<file path="config.mk">
export PLATFORM = sky130hd
export DESIGN_NAME = pwr_seq_top
export DESIGN_NICKNAME = d
export VERILOG_FILES = /design/src/rtl/seq_pkg.sv /design/src/rtl/seq_counter.sv /design/src/rtl/seq_decoder.sv /design/src/rtl/pwr_seq_top.sv
export SDC_FILE = /design/constraint.sdc
export NUM_CORES = 1
export LEC_CHECK = 0
export BUFFER_PORTS_ARGS = -buffer_cell sky130_fd_sc_hd__buf_2
export CAP_MARGIN = 20
export CELL_PAD_IN_SITES_DETAIL_PLACEMENT = 1
export CELL_PAD_IN_SITES_GLOBAL_PLACEMENT = 1
export CORE_AREA = 5 5 42 44
export CTS_BUF_LIST = sky130_fd_sc_hd__clkbuf_8
export CTS_CLUSTER_SIZE = 8
export DETAILED_ROUTE_END_ITERATION = 10
export DIE_AREA = 0 0 47 49
export PLACE_DENSITY_LB_ADDON = 0.05
export SYNTH_ARGS = -nofsm -noshare
export SYNTH_HDL_FRONTEND = slang
export SYNTH_SLANG_ARGS = --single-unit
export TNS_END_PERCENT = 30
</file>
<file path="constraint.sdc">
create_clock -name clk -period 1.7 [get_ports clk]
set_clock_uncertainty 0.2 [all_clocks]
set_input_delay 0.255 -clock clk [delete_from_list [all_inputs] [get_ports clk]]
set_output_delay 0.255 -clock clk [all_outputs]
set_load 0.005 [all_outputs]
</file>
<file path="src/rtl/seq_pkg.sv">
package seq_pkg;
  parameter int unsigned SEQ_CNT_W  = 3;
  parameter int unsigned SEQ_FIRST  = 1;
  parameter int unsigned SEQ_NSTEPS = 6;
endpackage

</file>
<file path="src/rtl/seq_counter.sv">
module seq_counter #(
  parameter int unsigned W = 3
) (
  input  logic         clk,
  input  logic         rst,
  input  logic         clr,
  input  logic         adv,
  output logic [W-1:0] cnt_q,
  output logic [W-1:0] cnt_d
);
  always_comb begin
    if (rst || clr)  cnt_d = '0;
    else if (adv)    cnt_d = cnt_q + W'(1);
    else             cnt_d = cnt_q;
  end

  always_ff @(posedge clk) cnt_q <= cnt_d;


  clear_to_zero_chk: assert property (@(posedge clk) disable iff (rst)
    clr |=> (cnt_q == '0));


  advance_by_one_chk: assert property (@(posedge clk) disable iff (rst)
    (!clr && adv) |=> (cnt_q == $past(cnt_q) + W'(1)));


  idle_hold_chk: assert property (@(posedge clk) disable iff (rst)
    (!clr && !adv) |=> $stable(cnt_q));
endmodule

</file>
<file path="src/rtl/seq_decoder.sv">
module seq_decoder #(
  parameter int unsigned W     = 3,
  parameter int unsigned FIRST = 1,
  parameter int unsigned NUM   = 6
) (
  input  logic           clk,
  input  logic           rst,
  input  logic [W-1:0]   sel,
  output logic [NUM-1:0] step_q
);
  logic [NUM-1:0] pick;

  for (genvar j = 0; j < NUM; j++) begin : g_line
    assign pick[j] = (sel == W'(FIRST + j));
  end

  always_ff @(posedge clk) begin
    if (rst) step_q <= '0;
    else     step_q <= pick;
  end


  single_step_chk: assert property (@(posedge clk) disable iff (rst)
    $onehot0(step_q));
endmodule

</file>
<file path="src/rtl/pwr_seq_top.sv">
module pwr_seq_top
  import seq_pkg::*;
#(
  parameter int unsigned CNT_W  = SEQ_CNT_W,
  parameter int unsigned FIRST  = SEQ_FIRST,
  parameter int unsigned NSTEPS = SEQ_NSTEPS
) (
  input  logic              clk,
  input  logic              rst,
  input  logic              tick,
  input  logic              restart,
  input  logic              repeat_mode,
  output logic [NSTEPS-1:0] step_en,
  output logic [CNT_W-1:0]  slot
);
  localparam int unsigned LAST_IDX  = NSTEPS - 1;
  localparam int unsigned LAST_SLOT = FIRST + NSTEPS - 1;

  logic             adv;
  logic [CNT_W-1:0] cnt_next;

  // feedback: final step enable blocks further advance unless looping
  assign adv = tick & (repeat_mode | ~step_en[LAST_IDX]);

  seq_counter #(.W(CNT_W)) u_cnt (
    .clk   (clk),
    .rst   (rst),
    .clr   (restart),
    .adv   (adv),
    .cnt_q (slot),
    .cnt_d (cnt_next)
  );

  // decoding the next count keeps the step register aligned with slot
  seq_decoder #(.W(CNT_W), .FIRST(FIRST), .NUM(NSTEPS)) u_dec (
    .clk    (clk),
    .rst    (rst),
    .sel    (cnt_next),
    .step_q (step_en)
  );


  reset_state_chk: assert property (@(posedge clk)
    rst |=> (slot == '0 && step_en == '0));


  halt_hold_chk: assert property (@(posedge clk) disable iff (rst)
    (!restart && !repeat_mode && step_en[LAST_IDX]) |=>
      (step_en[LAST_IDX] && $stable(slot)));


  final_map_chk: assert property (@(posedge clk) disable iff (rst)
    (slot == CNT_W'(LAST_SLOT)) |-> step_en[LAST_IDX]);


  spare_low_chk: assert property (@(posedge clk) disable iff (rst)
    (slot < CNT_W'(FIRST)) |-> (step_en == '0));
endmodule

</file>
Word level (Yosys, flattened, before mapping)
Cells that the tools add are included.
- register bits: 9
- logic and storage cells: 15
- bits in read-only memories: 0
- memories kept: 0
- memory bits (writable): 0
- input port bits: 5
- output and inout port bits: 9
- bits in latches: 0
- bitwise operators: 3
- mux-type cells: 2
- $add $sub $neg: 1
- multipliers: 0
- equality and inequality tests: 6
- div/mod/pow operators: 0
- reductions and logical operators: 1
- order comparisons: 0
- shifts and indexed selects: 0
- operators with widths (kind ; count):
    == test 3 bit (second input constant) ; 3
    == test 3 x 2 -> 1 bit (second input constant) ; 2
    two-way mux 3 bit ; 2
    adder 3 x 1 -> 3 bit (second input constant) ; 1
    == test 3 x 1 -> 1 bit (second input constant) ; 1
    bitwise AND 1 bit ; 1
    logical OR 1 bit ; 1
    inverter 1 bit ; 1
    bitwise OR 1 bit ; 1

Logic depth before layout (Yosys ltp)
Gate-level depths: netlist of run 1.
- depth in word-level cells: 6
- depth in mapped cells: 5
- gate-level depth less buffers: 5

Modules after synthesis
From an unflattened synthesis of run 1, not the netlist that was laid out.
- cell total of the unflattened synthesis: 25
- area total of the unflattened synthesis: 331.6 µm²
- by module, submodules not included (module ; area an instance (µm²) ; times used ; cells each ; seq. area each (µm²)):
    seq_decoder ; 183.9 ; 1 ; 12 ; 120.1
    seq_counter ; 136.4 ; 1 ; 11 ; 60.1
    pwr_seq_top ; 11.3 ; 1 ; 2 ; 0.0

Least setup slack after synthesis of run 1
OpenSTA, ideal clock, no wires.
- path kind: register -> register
- start: reg u_cnt.cnt_q[0]
- end: reg u_dec.step_q[5]
- clock period less this slack: 1578 ps
- path slack: 122 ps
- required time: 1366 ps
- buffers on the path: 0
- cell stages (with the launch flop): 6
- arrival time: 1244 ps
- library setup time: 134 ps
- cell sequence: dfxtp_1 -> ha_1 -> and2b_1 -> o2111a_1 -> a21oi_1 -> nor3_1
- longest elaborated chain between the ends: 4
- ends and longest elaborated chain (item ; line ; RTL):
    start: declaration ; seq_counter.sv:8 ; output logic [W-1:0] cnt_q,
    start signal: assignment ; seq_counter.sv:17 ; always_ff @(posedge clk) cnt_q <= cnt_d;
    adder 3 x 1 -> 3 bit ; seq_counter.sv:13 ; else if (adv) cnt_d = cnt_q + W'(1);
    two-way mux 3 bit * ; seq_counter.sv:13 ;
    two-way mux 3 bit * ; seq_counter.sv:12 ; if (rst || clr) cnt_d = '0;
    == test 3 bit * ; seq_decoder.sv:14 ; assign pick[j] = (sel == W'(FIRST + j));
    end signal: assignment ; seq_decoder.sv:19 ; else step_q <= pick;
    end: declaration ; seq_decoder.sv:9 ; output logic [NUM-1:0] step_q
Mark *: on every way between the ends. The rest lies on a longest branch, timed or not.
A chain may end at the register's enable or synchronous reset.

Worst setup path in the final report of run 1
- start: reg u_cnt.cnt_q[1]
- end: reg u_dec.step_q[3]
Same word-level chain as after synthesis.

==> flow_summary.yaml, run 1 <==
drt:
  highest_layer: "met4"
  vias: 407
  wl_met1_um: 495
  wl_met2_um: 571
  antenna_left: 0
  drc_errors: 0
  wl_um: 1170
  dr.first_iter.drc_count: 3
  wl_per_cell_um: 14.7
  via_per_inst: 5.09
  dr.pass1.iters: 3
  met3_wirelength_um: 57
setup_path:
  startpoint: "u_cnt.cnt_q[1]"
  critPathMaxStageDelay_ns: 0.32
  path_cells: "ha_1, inv_1, nor3_1, a21oi_1, nor3b_2"
  crit_type: "reg2reg"
  cp-endpoint: "u_dec.step_q[3]"
  critPathRequiredTime_ns: 1.60
  crit_path_start_kind: "register"
  worstRegToRegCells: 5
  crit_fanout: 4
  r2r-start: "u_cnt.cnt_q[1]"
  r2r-end: "u_dec.step_q[3]"
  cp-end-kind: "register"
  r2r_slack_ns: 0.14
  worstPathArrival_ns: 1.46
  crit_slowest_cell: "dfxtp_1"
global_route:
  grt_pass1_wl_um: 1860
  overflow: 0
  antenna_found_initial: 0
  first_global_vias: 435
  grt_max_degree: 9
  grt.total_usage_pct: 11.6
power_and_ir_drop:
  clockPowerShare_pct: 48.1
  power_density_nw_per_um2: 846
  p_seq_share_pct: 43.6
  p_sw_share_pct: 21.6
  intPower_uw: 389
  finalPower_uw: 496
  p_leak_uw: 0.000273
  vdd_drop_max_uv: 429
  switchingPower_uw: 107
  comb_power_share_pct: 8.3
floorplanning:
  dieArea_sq_um: 2300
  start_util_pct: 31.4
  core_area_sq_um: 1400
  die_y_um: 49
  rows: 14
  io_pins: 14
  die_w_um: 47
flow_run:
  cap_violations: 0
worst_hold_path:
  hold_class: "in2reg"
place:
  dp_hpwl_um: 880
  portBuffers: 13
  gp_congestion: 0.739
  dpl.cell_count: 76
logic_synthesis:
  synth_warnings: 0
  synth_cell_types: 24
  ys_seq_area_share_pct: 40.9
  syn_area_sq_um: 440
  netlist_instances: 46
  yosys-top-cells-area: "dfxtp_1, nor3b_2, o2111a_1"
  ys_ff_latch: 9
  avgSynthCellArea_sq_um: 9.57
  syn_nets: 52
  synth_top_area_cell: "dfxtp_1"
  synth_top_area_share_pct: 40.9
sta:
  finalSetupViolations: 0
  tightest_slew_ns: 0.380
  fin_crit_ns: 1.56
  hold_viol: 0
  setup_tns_ns: 0
  report.final.slew_viol_count: 0
  fin_crit_sh_pct: 91.8
  fmax_ghz: 0.641
  rsz0062_at_grt: "false"
  slew_headroom_pct: 74.6
layout:
  drive_gt1_share_pct: 42.2
  antenna_cells: 0
  final_cell_mix: "buf_2, dfxtp_1, inv_1, nor3b_2"
  nets: 71
  instances_no_fill: 80
  area_growth_pct: 33.0
  final_common_cell: "buf_2"
  fill_cells: 175
clock_tree:
  clk_latency_ns: 0.23
  cts_hold_buf: 0
  cts.sinks: 9
  tritoncts: "done"
  cts_max_path_buffers: 2
  numCtsBuffers: 3
  clk_pin_slew_ns: 0.04
  htree_levels: 1
  cts-root-buf: "clkbuf_8"
  post-cts-setup-buffers: 0
run_status:
  outcome: "finished, final reports clean"
-- area by class of cell --
class	instances	area, sq um	share of cell area (%)
repair buffers	15	80.1	13.7
inverters	4	15.0	2.56
well taps	16	20.0	3.42
flip-flops and latches	9	180	30.8
clock inverters	1	3.75	0.641
clock buffers	3	41.3	7.05
multi-input cells	32	245	41.9
-- worst max-delay path, delay by kind of cell, from the launching register on --
| family | cells | cell delay (ns) |
|---|---|---|
| flops | 1 | 0.32 |
| fa+ha+maj | 1 | 0.32 |
| buf+inv | 1 | 0.07 |
| compound gates | 1 | 0.12 |
| simple gates | 2 | 0.40 |
-- logic make-up (layout without fill, tap and decap cells) --
logic type	Yosys count	count (layout)	synth area share, %
compound gates	11	11	18.2
xor+xnor	1	1	1.99
fa+ha+maj	1	1	2.84
buf+inv	5	23	4.26
flops	9	9	40.9
simple gates	19	19	31.8
-- cells in the mapped netlist --
| cell type | n |
|---|---|
| a21oi_1 | 4 |
| o21ai_2 | 1 |
| xor2_1 | 1 |
| a31oi_1 | 1 |
| nor3_1 | 3 |
| o2111a_1 | 2 |
| nor2b_1 | 1 |
| and3_1 | 1 |
| nand2b_4 | 1 |
| nor3b_2 | 4 |
| inv_2 | 1 |
| nor2_1 | 3 |
| inv_1 | 3 |
| o22ai_1 | 1 |
| or2_1 | 1 |
| and2b_4 | 1 |
| dfxtp_1 | 9 |
| and2b_1 | 1 |
| clkbuf_1 | 1 |
| o22a_1 | 1 |
| ha_1 | 1 |
| nand3_1 | 2 |
| a22oi_1 | 1 |
| nand2_1 | 1 |
-- per-layer routing --
metal	GRT usage, %	vias to the layer above
li1	-	204
met1	12.8	190
met2	16.7	8
met3	3.32	5
met4	11.1	0
met5	0	-
-- stage by stage --
step | util, % | setup WS, ns | hold slack (ns) | instance area, sq um
floorplan | - | 0.122 | 0.255 | 440
global placement | 38.3 | 0.138 | 0.361 | 537
detailed placement | 38.3 | 0.0946 | 0.371 | 537
CTS | 41.5 | 0.0836 | 0.124 | 582
global route | 41.8 | 0.0564 | 0.148 | 586
finish | 41.8 | 0.139 | 0.127 | 586
-- state kept, by name (all words and copies together), names as in the netlist --
register	flops
u_cnt.cnt_q	3
u_dec.step_q	6
-- what timing repair did --
action	4_1_cts	5_1_grt
gates resized for setup	0	1
setup endpoints to repair	0	1
hold endpoints to repair	0	0
-- power groups by stage --
| stage | sequential, uW | combinational (uW) | clock (uW) |
|---|---|---|---|
| 4_1_cts | 216 | 40.7 | 248 |
| 6_report | 216 | 40.9 | 239 |
| 3_3_place_gp | 220 | 38.7 | 0 |
| 3_5_place_dp | 220 | 40.0 | 0 |
| 5_1_grt | 216 | 44.6 | 258 |
| 2_1_floorplan | 222 | 21.1 | 0 |
-- worst min path at each step --
| stage | from | endpoint | slack, ns | cells after the start |
|---|---|---|---|---|
| 6_report | rst | u_dec.step_q[0] | 0.13 | 3 |
| 4_1_cts | rst | u_dec.step_q[0] | 0.12 | 3 |
| 5_1_grt | rst | u_dec.step_q[0] | 0.15 | 3 |
| 3_5_place_dp | rst | u_dec.step_q[0] | 0.37 | 3 |
| 3_3_place_gp | rst | u_dec.step_q[0] | 0.36 | 3 |
| 2_1_floorplan | tick | u_cnt.cnt_q[0] | 0.25 | 2 |
No activity file was read; power rests on OpenSTA's default activity.
==> inputs of run 2 (changes only) <==
--- a/config.mk
+++ b/config.mk
@@ -14,7 +14,7 @@
 export CTS_CLUSTER_SIZE = 8
 export DETAILED_ROUTE_END_ITERATION = 10
 export DIE_AREA = 0 0 47 49
-export PLACE_DENSITY_LB_ADDON = 0.05
+export PLACE_DENSITY = 0.73
 export SYNTH_ARGS = -nofsm -noshare
 export SYNTH_HDL_FRONTEND = slang
 export SYNTH_SLANG_ARGS = --single-unit
==> run 2 against run 1 <==
Effect of this change: register-to-register slack worse by 0.03 ns; global-route usage down 0.14 points; first-iteration DRC count decreased by 100%; worst hold slack improved by 0.0041 ns; combinational power fell by 4%; critical path depth unchanged; highest routed layer unchanged; routed wire length is 7.9% lower; utilization fell by 0.45 points; maximum frequency decreased by 2.1%.
==> flow_summary.yaml, run 2 (synthesis results as in run 1) <==
run_status:
  outcome: "finished, final reports clean"
floorplanning:
  core_area_sq_um: 1400
  rows: 14
  dieArea_sq_um: 2300
  start_util_pct: 31.4
  io_pins: 14
  die_y_um: 49
  die_w_um: 47
sta:
  finalWorstSetupSlack_ns: 0.105
  rsz0062_at_grt: "false"
  report.final.slew_viol_count: 0
  slew_headroom_pct: 76.3
  tightest_slew_ns: 0.356
  fmax_ghz: 0.627
  hold_viol: 0
  fin_crit_ns: 1.60
  finalSetupViolations: 0
  setup_tns_ns: 0
  fin_crit_sh_pct: 93.8
setup_path:
  critPathRequiredTime_ns: 1.60
  critPathMaxStageDelay_ns: 0.37
  crit_fanout: 6
  crit_path_start_kind: "register"
  cp_num_buf_inv: 0
  crit_slowest_cell: "dfxtp_2"
  worstRegToRegCells: 5
  path_cells: "ha_1, and2b_1, o2111a_1, a21oi_1, nor3b_2"
  crit_type: "reg2reg"
  cp-end-kind: "register"
  crit_family: "compound AO/OA/AOI/OAI gates"
  worstPathArrival_ns: 1.50
  crit_cells: 5
drt:
  wl_um: 1080
  wl_per_cell_um: 13.7
  vias: 384
  dr.pass1.iters: 1
  antenna_left: 0
  drc_errors: 0
  via_per_inst: 4.86
  dr.first_iter.drc_count: 0
power_and_ir_drop:
  clockPowerShare_pct: 48.5
  p_seq_share_pct: 43.6
  p_leak_uw: 0.000268
  switchingPower_uw: 107
  p_sw_share_pct: 21.6
  intPower_uw: 389
  vdd_drop_max_uv: 477
  comb_power_share_pct: 7.9
  power_density_nw_per_um2: 856
clock_tree:
  clk_pin_slew_ns: 0.04
  clk_latency_ns: 0.23
  cts_max_path_buffers: 2
  cts-root-buf: "clkbuf_8"
  post-cts-setup-buffers: 0
  numCtsBuffers: 3
  cts.sinks: 9
  tritoncts: "done"
  htree_levels: 1
layout:
  design_area_sq_um: 579
  largest_register: "u_dec.step_q"
  largest_reg_flops: 6
  largestRegisters: "u_dec.step_q x6, u_cnt.cnt_q x3"
  instances_no_fill: 79
  drive_gt1_share_pct: 42.9
  antenna_cells: 0
  area_growth_pct: 31.5
  final_common_cell: "buf_2"
  fin_util_pct: 41.3
  final_cell_mix: "buf_2, dfxtp_1, inv_1, nor3b_2"
  nets: 70
place:
  gp_congestion: 0.836
  place_ws_ns: 0.0314
  dpl.cell_count: 75
  dp_hpwl_um: 815
  place_area_sq_um: 529
  portBuffers: 13
global_route:
  overflow: 0
  grt_max_degree: 9
  grt.total_usage_pct: 11.5
  first_global_vias: 428
  antenna_found_initial: 0
  grt_pass1_wl_um: 1860
worst_hold_path:
  hold_depth: 3
  hold_class: "in2reg"
flow_run:
  cap_violations: 0
-- run 2: cell count changes in the layout (fill, tap and decap cells not counted) --
| cell | previous run | this run |
|---|---|---|
| buf_4 | 2 | 1 |
| dfxtp_1 | 9 | 8 |
| dfxtp_2 | 0 | 1 |
-- run 2: worst register-to-register path: cells and delay by family (launching register included) --
kind | cells | cell delay, ns
AO/OA/AOI/OAI | 2 | 0.42
adder cells (fa/ha/maj) | 1 | 0.19
flip-flops | 1 | 0.37
AND/OR/NAND/NOR | 2 | 0.28
-- run 2: final cells by class --
| cell class | count | area, sq um |
|---|---|---|
| well taps | 16 | 20.0 |
| repair buffers | 14 | 72.6 |
| clock inverters | 1 | 3.75 |
| flip-flops and latches | 9 | 181 |
| clock buffers | 3 | 41.3 |
| multi-input cells | 32 | 245 |
| fillers | 177 | 822 |
| inverters | 4 | 15.0 |
-- run 2: power groups by stage --
stage	Sequential, uW	Clock [uW]	Combinational [uW]
floorplan	222	0	21.1
global placement	220	0	38.1
detailed placement	220	0	39.0
CTS	216	249	39.0
global route	217	260	43.7
finish	216	240	39.2
-- run 2: final timing paths --
check	start	endpoint	slack (ns)
max	u_cnt.cnt_q[1]	u_dec.step_q[3]	0.10
max reg2reg	u_cnt.cnt_q[1]	u_dec.step_q[3]	0.10
min reg2reg	u_cnt.cnt_q[1]	u_cnt.cnt_q[1]	0.38
min	rst	u_dec.step_q[0]	0.13
-- run 2: repair_timing --
item,4_1_cts,5_1_grt
gates resized for setup,0,2
endpoints found under the hold margin,0,0
hold buffers,0,0
setup endpoints to repair,0,3
-- run 2: through the flow --
| step | total power [uW] | hold WS (ns) |
|---|---|---|
| finish | 496 | 0.131 |
| global placement | 258 | 0.368 |
| detailed placement | 259 | 0.368 |
| CTS | 504 | 0.125 |
| global route | 521 | 0.151 |
| floorplan | 243 | 0.255 |
-- run 2: layer usage --
metal	global-route usage [%]	routed length [um]	vias up
met5	0	0	-
li1	-	-	200
met2	15.6	467	10
met1	13.5	492	170
met3	5.54	79	4
met4	8.29	41	0
==> inputs of run 3 (changes only) <==
--- a/config.mk
+++ b/config.mk
@@ -10,11 +10,11 @@
 export CELL_PAD_IN_SITES_DETAIL_PLACEMENT = 1
 export CELL_PAD_IN_SITES_GLOBAL_PLACEMENT = 1
 export CORE_AREA = 5 5 42 44
-export CTS_BUF_LIST = sky130_fd_sc_hd__clkbuf_8
 export CTS_CLUSTER_SIZE = 8
 export DETAILED_ROUTE_END_ITERATION = 10
 export DIE_AREA = 0 0 47 49
 export PLACE_DENSITY = 0.73
+export RECOVER_POWER = 100
 export SYNTH_ARGS = -nofsm -noshare
 export SYNTH_HDL_FRONTEND = slang
 export SYNTH_SLANG_ARGS = --single-unit
==> run 3 against run 2 <==
Effect of this change: die area unchanged; total power shrank 15%; sequential share of layout area up 1.8 points; utilization is 2.2 points lower; largest power group is now registers; sequential cell count is the same; global-route usage is 0.15 points higher.
==> flow_summary.yaml, run 3 (synthesis results as in run 1) <==
drt:
  via_per_inst: 4.89
  drc_errors: 0
  antenna_left: 0
  wl_um: 1070
  wl_per_cell_um: 13.6
  dr.first_iter.drc_count: 0
  dr.pass1.iters: 1
  vias: 386
sta:
  hold_viol: 0
  finalSetupViolations: 0
  rsz0062_at_grt: "false"
  fin_crit_sh_pct: 94.0
  tightest_slew_ns: 0.331
  finalWorstSetupSlack_ns: 0.103
  fmax_ghz: 0.626
  report.final.slew_viol_count: 0
  fin_crit_ns: 1.60
  setup_tns_ns: 0
  slew_headroom_pct: 78.0
worst_hold_path:
  hold_depth: 3
  hold_class: "in2reg"
setup_path:
  critPathRequiredTime_ns: 1.64
  worstRegToRegCells: 5
  crit_fanout: 6
  crit_type: "reg2reg"
  worstPathArrival_ns: 1.54
  crit_path_start_kind: "register"
  cp-end-kind: "register"
global_route:
  first_global_vias: 429
  grt_pass1_wl_um: 1860
  grt.total_usage_pct: 11.6
  antenna_found_initial: 0
  overflow: 0
  grt_max_degree: 9
power_and_ir_drop:
  p_sw_share_pct: 23.8
  p_seq_share_pct: 51.4
  comb_power_share_pct: 8.9
  switchingPower_uw: 99.9
  intPower_uw: 319
  power_density_nw_per_um2: 765
  clockPowerShare_pct: 39.7
  vdd_drop_max_uv: 373
  p_leak_uw: 0.000238
clock_tree:
  clk_pin_slew_ns: 0.06
  htree_levels: 1
  tritoncts: "done"
  cts.sinks: 9
  numCtsBuffers: 3
  clk_latency_ns: 0.26
  cts-root-buf: "clkbuf_4"
  cts_max_path_buffers: 2
floorplanning:
  start_util_pct: 31.4
  dieArea_sq_um: 2300
  core_area_sq_um: 1400
  io_pins: 14
  die_y_um: 49
  die_w_um: 47
  rows: 14
place:
  portBuffers: 13
  place_area_sq_um: 529
  place_ws_ns: 0.0314
  dp_hpwl_um: 815
  gp_congestion: 0.836
layout:
  drive_gt1_share_pct: 34.9
  nets: 70
  largest_register: "u_dec.step_q"
  largest_reg_flops: 6
  fill_cells: 180
  antenna_cells: 0
  design_area_sq_um: 548
  final_cell_mix: "buf_2, dfxtp_1, clkbuf_1"
  final_common_cell: "buf_2"
  largestRegisters: "u_dec.step_q x6, u_cnt.cnt_q x3"
  area_growth_pct: 24.4
  multi_input_area_sq_um: 240
  ff_latch_area_sq_um: 181
run_status:
  outcome: "finished, final reports clean"
flow_run:
  cap_violations: 0
run 3: cell types whose count changed in the layout (fill, tap and decap cells not counted), moves of 3 or more:
cell,change
clkbuf_1,+5
buf_2,-3
clkbuf_4,+3
clkbuf_8,-3
run 3: critical path: stages (launching register included):
cell	delay, ns
dfxtp_2	0.37
ha_1	0.19
and2b_1	0.20
o2111a_1	0.22
a21oi_1	0.21
nor3b_2	0.08
run 3: what timing repair did:
item,4_1_cts,5_1_grt
endpoints found under the setup margin,0,3
buffers inserted,0,0
hold buffers,0,0
gates resized for setup,0,2
run 3: final cells by class:
class / count / area share (%)
multi-input combinational: 32 / 43.8
tap: 16 / 3.65
sequential: 9 / 33.1
timing repair buffer: 14 / 11.9
inverter: 4 / 2.74
clock buffer: 4 / 4.79
run 3: through the flow:
stage	hold WS, ns	util (%)	cells	total power [uW]
after floorplan	0.255	-	46	243
after detailed placement	0.368	37.8	75	259
after global routing	0.106	39.1	79	446
after global placement	0.368	37.8	75	258
final	0.0953	39.1	79	419
after CTS	0.0871	39.6	79	429
run 3: final timing paths:
| path | slack [ns] | from | endpoint |
|---|---|---|---|
| max | 0.10 | u_cnt.cnt_q[1] | u_dec.step_q[3] |
| max reg2reg | 0.10 | u_cnt.cnt_q[1] | u_dec.step_q[3] |
| min reg2reg | 0.38 | u_cnt.cnt_q[1] | u_cnt.cnt_q[1] |
| min | 0.1 | rst | u_dec.step_q[0] |
run 3: power by group through the flow:
stage / registers (uW) / clock network (uW) / logic [uW]
floorplan: 222 / 0 / 21.1
global placement: 220 / 0 / 38.1
detailed placement: 220 / 0 / 39.0
CTS: 215 / 175 / 39.0
global route: 216 / 189 / 41.7
finish: 215 / 167 / 37.3
run 3: routing by layer:
| layer | vias to the layer above | GRT usage (%) | wire length (um) |
|---|---|---|---|
| met5 | - | 0 | 0 |
| met4 | 0 | 9.68 | 52 |
| li1 | 199 | - | - |
| met1 | 174 | 13.3 | 488 |
| met2 | 9 | 15.6 | 453 |
| met3 | 4 | 5.54 | 77 |
